`src/rtl/rstseq_pkg.sv`:
```
package rstseq_pkg;

   typedef enum logic [1:0] {
      ST_CLEAN     = 2'd0,
      ST_ESCALATED = 2'd1,
      ST_FORCED    = 2'd2,
      ST_ABORTED   = 2'd3
   } rs_status_e;

   typedef enum logic [2:0] {
      PH_IDLE,
      PH_ONE_WAIT,
      PH_ONE_RST,
      PH_BACKOFF,
      PH_ALL_WAIT,
      PH_GLOBAL,
      PH_FINISH
   } rs_phase_e;

   localparam logic MODE_SINGLE = 1'b0;
   localparam logic MODE_ALL    = 1'b1;

endpackage

```
`src/rtl/rstseq_timer.sv`:
```
module rstseq_timer #(
   parameter int unsigned TICKS = 700,
   localparam int unsigned CW   = (TICKS > 1) ? $clog2(TICKS) : 1
) (
   input  logic clk,
   input  logic rst_n,
   input  logic run_i,
   output logic expire_o
);

   localparam logic [CW-1:0] LAST = CW'(TICKS - 1);

   logic [CW-1:0] cnt_q;

   always_ff @(posedge clk or negedge rst_n) begin
      if (!rst_n)               cnt_q <= '0;
      else if (!run_i)          cnt_q <= '0;
      else if (cnt_q != LAST)   cnt_q <= cnt_q + 1'b1;
   end

   assign expire_o = run_i && (cnt_q == LAST);

endmodule

```
`src/rtl/rstseq_retry.sv`:
```
module rstseq_retry #(
   parameter int unsigned LIMIT = 3,
   localparam int unsigned RW   = $clog2(LIMIT + 1) > 0 ? $clog2(LIMIT + 1) : 1
) (
   input  logic clk,
   input  logic rst_n,
   input  logic clr_i,
   input  logic inc_i,
   output logic exhausted_o
);

   localparam logic [RW-1:0] TOP = RW'(LIMIT);

   logic [RW-1:0] used_q;

   always_ff @(posedge clk or negedge rst_n) begin
      if (!rst_n)                      used_q <= '0;
      else if (clr_i)                  used_q <= '0;
      else if (inc_i && used_q != TOP) used_q <= used_q + 1'b1;
   end

   assign exhausted_o = (used_q == TOP);

endmodule

```
`src/rtl/rstseq_reqbank.sv`:
```
module rstseq_reqbank #(
   parameter int unsigned NUM_ENG = 4,
   parameter int unsigned IDXW    = 2
) (
   input  logic               clk,
   input  logic               rst_n,
   input  logic               set_en_i,
   input  logic [IDXW-1:0]    set_idx_i,
   input  logic               clr_all_i,
   input  logic [IDXW-1:0]    cur_idx_i,
   input  logic               pulse_i,
   input  logic [NUM_ENG-1:0] rdy_i,
   output logic [NUM_ENG-1:0] req_o,
   output logic [NUM_ENG-1:0] eng_rst_o,
   output logic               rdy_sel_o
);

   genvar k;
   generate
      for (k = 0; k < NUM_ENG; k++) begin : g_eng
         localparam logic [IDXW-1:0] KID = IDXW'(k);
         logic bit_q;

         // only the addressed bit is touched by a set; others keep their value
         always_ff @(posedge clk or negedge rst_n) begin
            if (!rst_n)                             bit_q <= 1'b0;
            else if (clr_all_i)                     bit_q <= 1'b0;
            else if (set_en_i && set_idx_i == KID)  bit_q <= 1'b1;
         end

         assign req_o[k]     = bit_q;
         assign eng_rst_o[k] = pulse_i && (cur_idx_i == KID);
      end
   endgenerate

   always_comb begin
      rdy_sel_o = 1'b0;
      for (int j = 0; j < NUM_ENG; j++) begin
         if (cur_idx_i == IDXW'(j)) rdy_sel_o = rdy_i[j];
      end
   end

endmodule

```
`src/rtl/rstseq_ctrl.sv`:
```
module rstseq_ctrl
   import rstseq_pkg::*;
#(
   parameter int unsigned NUM_ENG         = 4,
   parameter int unsigned WAIT_TICKS      = 700,
   parameter int unsigned RETRY_LIMIT     = 3,
   parameter bit          FORCE_ON_GIVEUP = 1'b1,
   localparam int unsigned IDXW           = (NUM_ENG > 1) ? $clog2(NUM_ENG) : 1
) (
   input  logic               clk,
   input  logic               rst_n,
   input  logic               start_i,
   input  logic               mode_i,
   input  logic [IDXW-1:0]    eng_sel_i,
   input  logic [NUM_ENG-1:0] rdy_i,
   output logic [NUM_ENG-1:0] req_o,
   output logic [NUM_ENG-1:0] eng_rst_o,
   output logic               glb_rst_o,
   output logic               busy_o,
   output logic               done_o,
   output logic [1:0]         status_o
);

   localparam logic [IDXW-1:0] LAST_IDX = IDXW'(NUM_ENG - 1);

   generate
      if (NUM_ENG < 1) begin : g_bad_eng
         $error("rstseq_ctrl: NUM_ENG must be at least 1");
      end
      if (WAIT_TICKS < 1) begin : g_bad_wait
         $error("rstseq_ctrl: WAIT_TICKS must be at least 1");
      end
   endgenerate

   rs_phase_e       phase_q, phase_d;
   logic [IDXW-1:0] idx_q, idx_d;
   logic            esc_q, esc_d;
   rs_status_e      stat_q, stat_d;

   logic            set_en, clr_all;
   logic [IDXW-1:0] set_idx;
   logic            retry_clr, retry_inc, exhausted;
   logic            rdy_sel, expire, waiting;
   logic            sel_ok;

   rs_phase_e       giveup_phase;
   rs_status_e      giveup_stat;

   // policy applied once the last permitted round has failed
   generate
      if (FORCE_ON_GIVEUP) begin : g_force
         assign giveup_phase = PH_GLOBAL;
         assign giveup_stat  = ST_FORCED;
      end else begin : g_abort
         assign giveup_phase = PH_FINISH;
         assign giveup_stat  = ST_ABORTED;
      end
   endgenerate

   assign sel_ok  = (int'(eng_sel_i) < int'(NUM_ENG));
   assign waiting = (phase_q == PH_ONE_WAIT) || (phase_q == PH_ALL_WAIT);

   rstseq_timer #(.TICKS(WAIT_TICKS)) u_timer (
      .clk      (clk),
      .rst_n    (rst_n),
      .run_i    (waiting && !rdy_sel),
      .expire_o (expire)
   );

   rstseq_retry #(.LIMIT(RETRY_LIMIT)) u_retry (
      .clk         (clk),
      .rst_n       (rst_n),
      .clr_i       (retry_clr),
      .inc_i       (retry_inc),
      .exhausted_o (exhausted)
   );

   rstseq_reqbank #(.NUM_ENG(NUM_ENG), .IDXW(IDXW)) u_bank (
      .clk       (clk),
      .rst_n     (rst_n),
      .set_en_i  (set_en),
      .set_idx_i (set_idx),
      .clr_all_i (clr_all),
      .cur_idx_i (idx_q),
      .pulse_i   (phase_q == PH_ONE_RST),
      .rdy_i     (rdy_i),
      .req_o     (req_o),
      .eng_rst_o (eng_rst_o),
      .rdy_sel_o (rdy_sel)
   );

   always_comb begin
      phase_d   = phase_q;
      idx_d     = idx_q;
      esc_d     = esc_q;
      stat_d    = stat_q;
      set_en    = 1'b0;
      set_idx   = idx_q;
      clr_all   = 1'b0;
      retry_clr = 1'b0;
      retry_inc = 1'b0;

      unique case (phase_q)
         PH_IDLE: begin
            if (start_i) begin
               if (mode_i == MODE_SINGLE) begin
                  if (sel_ok) begin
                     retry_clr = 1'b1;
                     esc_d     = 1'b0;
                     idx_d     = eng_sel_i;
                     set_en    = 1'b1;
                     set_idx   = eng_sel_i;
                     phase_d   = PH_ONE_WAIT;
                  end
               end else begin
                  retry_clr = 1'b1;
                  esc_d     = 1'b0;
                  idx_d     = '0;
                  set_en    = 1'b1;
                  set_idx   = '0;
                  phase_d   = PH_ALL_WAIT;
               end
            end
         end

         PH_ONE_WAIT: begin
            if (rdy_sel) begin
               phase_d = PH_ONE_RST;
            end else if (expire) begin
               clr_all = 1'b1;
               esc_d   = 1'b1;
               phase_d = PH_BACKOFF;
            end
         end

         PH_ONE_RST: begin
            clr_all = 1'b1;
            stat_d  = ST_CLEAN;
            phase_d = PH_FINISH;
         end

         PH_BACKOFF: begin
            idx_d   = '0;
            set_en  = 1'b1;
            set_idx = '0;
            phase_d = PH_ALL_WAIT;
         end

         PH_ALL_WAIT: begin
            if (rdy_sel) begin
               if (idx_q == LAST_IDX) begin
                  phase_d = PH_GLOBAL;
                  stat_d  = esc_q ? ST_ESCALATED : ST_CLEAN;
               end else begin
                  idx_d   = idx_q + 1'b1;
                  set_en  = 1'b1;
                  set_idx = idx_q + 1'b1;
               end
            end else if (expire) begin
               clr_all = 1'b1;
               if (exhausted) begin
                  phase_d = giveup_phase;
                  stat_d  = giveup_stat;
               end else begin
                  retry_inc = 1'b1;
                  phase_d   = PH_BACKOFF;
               end
            end
         end

         PH_GLOBAL: begin
            clr_all = 1'b1;
            phase_d = PH_FINISH;
         end

         PH_FINISH: begin
            phase_d = PH_IDLE;
         end

         default: phase_d = PH_IDLE;
      endcase
   end

   always_ff @(posedge clk or negedge rst_n) begin
      if (!rst_n) begin
         phase_q <= PH_IDLE;
         idx_q   <= '0;
         esc_q   <= 1'b0;
         stat_q  <= ST_CLEAN;
      end else begin
         phase_q <= phase_d;
         idx_q   <= idx_d;
         esc_q   <= esc_d;
         stat_q  <= stat_d;
      end
   end

   assign glb_rst_o = (phase_q == PH_GLOBAL);
   assign done_o    = (phase_q == PH_FINISH);
   assign busy_o    = (phase_q != PH_IDLE);
   assign status_o  = stat_q;

endmodule

```
`config.mk`:
```
export PLATFORM = sky130hd
export DESIGN_NAME = rstseq_ctrl
export DESIGN_NICKNAME = d
export VERILOG_FILES = /design/src/rtl/rstseq_pkg.sv /design/src/rtl/rstseq_timer.sv /design/src/rtl/rstseq_retry.sv /design/src/rtl/rstseq_reqbank.sv /design/src/rtl/rstseq_ctrl.sv
export SDC_FILE = /design/constraint.sdc
export NUM_CORES = 1
export LEC_CHECK = 0
export ABC_AREA = 1
export BUFFER_PORTS_ARGS = -buffer_cell sky130_fd_sc_hd__buf_4
export CELL_PAD_IN_SITES_DETAIL_PLACEMENT = 1
export CELL_PAD_IN_SITES_GLOBAL_PLACEMENT = 1
export CORE_ASPECT_RATIO = 1.2
export CORE_UTILIZATION = 37
export CTS_CLUSTER_SIZE = 28
export DETAILED_ROUTE_END_ITERATION = 8
export PLACE_DENSITY = 0.81
export SETUP_SLACK_MARGIN = 0.3
export SYNTH_ARGS = -nofsm -noshare
export SYNTH_HDL_FRONTEND = slang
export SYNTH_SLANG_ARGS = --single-unit
```
`constraint.sdc`:
```
create_clock -name clk -period 1.55 [get_ports clk]
set_clock_uncertainty 0.15 [all_clocks]
set_input_delay 0.31 -clock clk [delete_from_list [all_inputs] [get_ports clk]]
set_output_delay 0.31 -clock clk [all_outputs]
set_load 0.03 [all_outputs]
```
==> impl_metrics.json <==
{
  "status": "complete, but fails checks",
  "violations": "negative setup slack",
  "cp-end-kind": "flop",
  "synth_top_area_share_pct": 39.2,
  "drive_gt1_share_pct": 57.4,
  "seq_power_share_pct": 17.3,
  "cp-start-kind": "flop",
  "rows": 25,
  "switching_share_pct": 48.7,
  "synthSimpleGateAreaFrac_pct": 35.3,
  "slew_violations": 0,
  "place.gp.congestion": 0.888,
  "grt_pass1_wl_um": 8820,
  "reg2reg_slack_ns": -0.38,
  "clk_latency_ns": 0.27,
  "synth_nets": 216,
  "clkPwrFrac_pct": 10.8,
  "grt_usage_pct": 27.6,
  "whs_ns": 0.320,
  "synth_compound_area_share_pct": 9.32,
  "drt-pass1-iter-count": 4,
  "max_freq_mhz": 519,
  "core_um2": 3940,
  "synthXorXnorAreaFrac_pct": 1.72,
  "placed_cells": 301,
  "synth_edf_count": 0,
  "antenna_found_initial": 0,
  "synth_top_family_by_area": "simple AND/OR/NAND/NOR gates",
  "via_count": 1763,
  "holdCritStartpoint": "mode_i",
  "ys_seq_area_share_pct": 39.2,
  "hold_violations": 0,
  "synthMuxAreaShare_pct": 0,
  "p_switching_mw": 2.57,
  "clkSlewWorstSetupHoldPaths_ns": 0.09,
  "floorplan.initialDensity_pct": 38.8,
  "fin_crit_sh_pct": 124,
  "boundaryPins": 23,
  "placed_area_um2": 2010,
  "synth_flop_cell": "dfrtp_1",
  "ys.warnings.count": 0,
  "n_fill_cell": 451,
  "portBuffers": 22,
  "ys_async_sr_fraction_pct": 100,
  "fin_area_um2": 2640,
  "rr_worst_depth": 10,
  "cts-root-buf": "clkbuf_8",
  "synthTopCellsByArea": "dfrtp_1 39%, nand2_1 9.8%, inv_1 7.8%",
  "diodes": 0,
  "h-tree-depth": 1,
  "peakVddDrop_mv": 0.864,
  "overflow": 0,
  "hold_class": "in2reg",
  "combPwrFrac_pct": 71.9,
  "totalWireLength_um": 7240,
  "synth_area_um2": 1530,
  "drc_errors": 0,
  "die_x_um": 60.7,
  "ant_nets": 0,
  "yosysMostFrequentCell": "nand2_1",
  "syn_inst": 204,
  "synthAdderAreaFrac_pct": 1.64,
  "viasPerCell": 5.33,
  "grt_max_degree": 25,
  "slew-limit-headroom_pct": 70.0,
  "dieArea_um2": 4400,
  "cts.path.max_buffers": 2,
  "synth.distinct_cells": 27,
  "powerDensity_nw_per_um2": 2000,
  "r2r_end": "status_o[1]$_DFFE_PN0P_",
  "cap_violations": 0,
  "cts_tree": "built",
  "syn2layout_area_growth_pct": 72.7,
  "crit_required_ns": 1.61,
  "worstMarginPinSlew_ns": 0.446,
  "r2r-start": "idx_q[1]$_DFF_PN0_",
  "synth-seq-cells": 24,
  "cts_buffers": 3,
  "rsz0062_at_grt": "true",
  "post-route-min-period_ns": 1.93,
  "yosysTopAreaCell": "dfrtp_1",
  "p_leak_nw": 1.31,
  "fin_util_pct": 67.0,
  "die_h_um": 72.4,
  "grt_pass1_vias": 1821,
  "intPower_mw": 2.71,
  "path_class": "reg2reg",
  "power.total_mw": 5.28,
  "drtIter0Drc": 61,
  "finalSetupViolations": 31,
  "cts.sinks": 24,
  "wl_per_cell_um": 21.9,
  "synth_commonest_cells": "40 x nand2_1, 32 x inv_1, 24 x dfrtp_1",
  "nets": 290,
  "stdcell_count": 331,
  "critPathMaxFanout": 4,
  "min_path_cells": 5,
  "dpl.hpwl_um": 3270,
  "hold_end": "phase_q[2]$_DFFE_PN0P_",
  "worst_slack_ns": -0.377,
  "syn_avg_cell_area_um2": 7.50,
  "worstPathArrival_ns": 1.99
}
cells by family (layout without fill, tap and decap cells):
group	count (synthesis)	in the layout
simple gates	103	103
buf+inv	47	120
compound gates	25	25
flops	24	24
xor+xnor	3	3
fa+ha+maj	2	2
layout by cell type, fill, tap and decap left out, drive strengths merged:
cell / netlist / layout
a21oi: 9 / 9
buf: 5 / 73
bufinv: 0 / 1
clkbuf: 0 / 3
clkinv: 2 / 1
dfrtp: 24 / 24
dlygate4sd3: 0 / 1
ha: 2 / 2
inv: 40 / 41
nand2: 44 / 44
nand3: 21 / 21
nand3b: 1 / 1
nand4: 2 / 2
nor2: 27 / 27
nor3: 5 / 5
nor3b: 1 / 1
nor4: 2 / 2
o211ai: 3 / 3
o21a: 1 / 1
o21ai: 12 / 12
xnor2: 1 / 1
xor2: 2 / 2
critical path, stage by stage (launching register included):
cell     delay, ns
dfrtp_2       0.46
buf_6         0.15
nor2_4        0.13
nand2_4       0.08
nand2_4       0.10
nor2_8        0.06
o21ai_1       0.25
nand2_1       0.21
nand2_2       0.14
nand2_1       0.07
nand2_1       0.08
worst max-delay path by stage:
stage	startpoint	endpoint	slack, ns	cells past startpoint
global placement	idx_q[0]$_DFF_PN0_	u_bank.g_eng[3].bit_q$_DFFE_PN0P_	-0.17	10
floorplan	idx_q[1]$_DFF_PN0_	phase_q[0]$_DFFE_PN0P_	0.002	10
global route	idx_q[1]$_DFF_PN0_	status_o[1]$_DFFE_PN0P_	-0.45	12
finish	idx_q[1]$_DFF_PN0_	status_o[1]$_DFFE_PN0P_	-0.38	10
detailed placement	idx_q[0]$_DFF_PN0_	u_bank.g_eng[0].bit_q$_DFFE_PN0P_	-0.24	10
CTS	idx_q[1]$_DFF_PN0_	status_o[0]$_DFFE_PN0P_	-0.18	12
metrics by stage:
| step | setup WS (ns) | setup TNS [ns] |
|---|---|---|
| floorplan | 0.00239 | 0 |
| global placement | -0.170 | -2.05 |
| detailed placement | -0.238 | -3.22 |
| CTS | -0.180 | -3.78 |
| global route | -0.451 | -8.05 |
| finish | -0.377 | -6.55 |
power groups by stage:
stage                     sequential [mW]  clock (mW)  combinational [mW]
after floorplan                     0.875           0                1.48
after global placement              0.901           0                2.15
after detailed placement            0.907           0                2.21
after CTS                           0.882       0.570                2.97
after global routing                0.924       0.593                3.93
final                               0.913       0.570                3.80
final cells by class:
type                    count  area, um^2  share of cell area [%]
well taps                  54        67.6                    2.56
repair buffers             74         696                    26.3
clock buffers               3        41.3                    1.56
flip-flops and latches     24         603                    22.8
multi-input cells         133        1040                    39.3
clock inverters             1        30.0                    1.14
inverters                  42         166                    6.30
state kept, by name (all words and copies together) (netlist names):
signal	flops
u_bank.g_eng.bit_q	4
u_retry.used_q	2
esc_q	1
status_o	2
idx_q	2
phase_q	3
u_timer.cnt_q	10
what timing repair did:
action	CTS	global route
setup endpoints to repair	37	37
endpoints found under the hold margin	24	0
gates resized for setup	55	38
hold buffers	1	0
setup buffers	18	7
pin swaps	20	17
routing by layer:
metal	routed length, um	part of all wire, %	GRT usage, %	up-vias
met3	257	3.5	3.39	34
met4	402	5.6	12.4	0
li1	-	-	-	786
met1	2640	36	30.8	881
met2	3940	54	50.5	62
met5	0	0	0	-
Note: power is estimated with default switching activity, not from simulation.
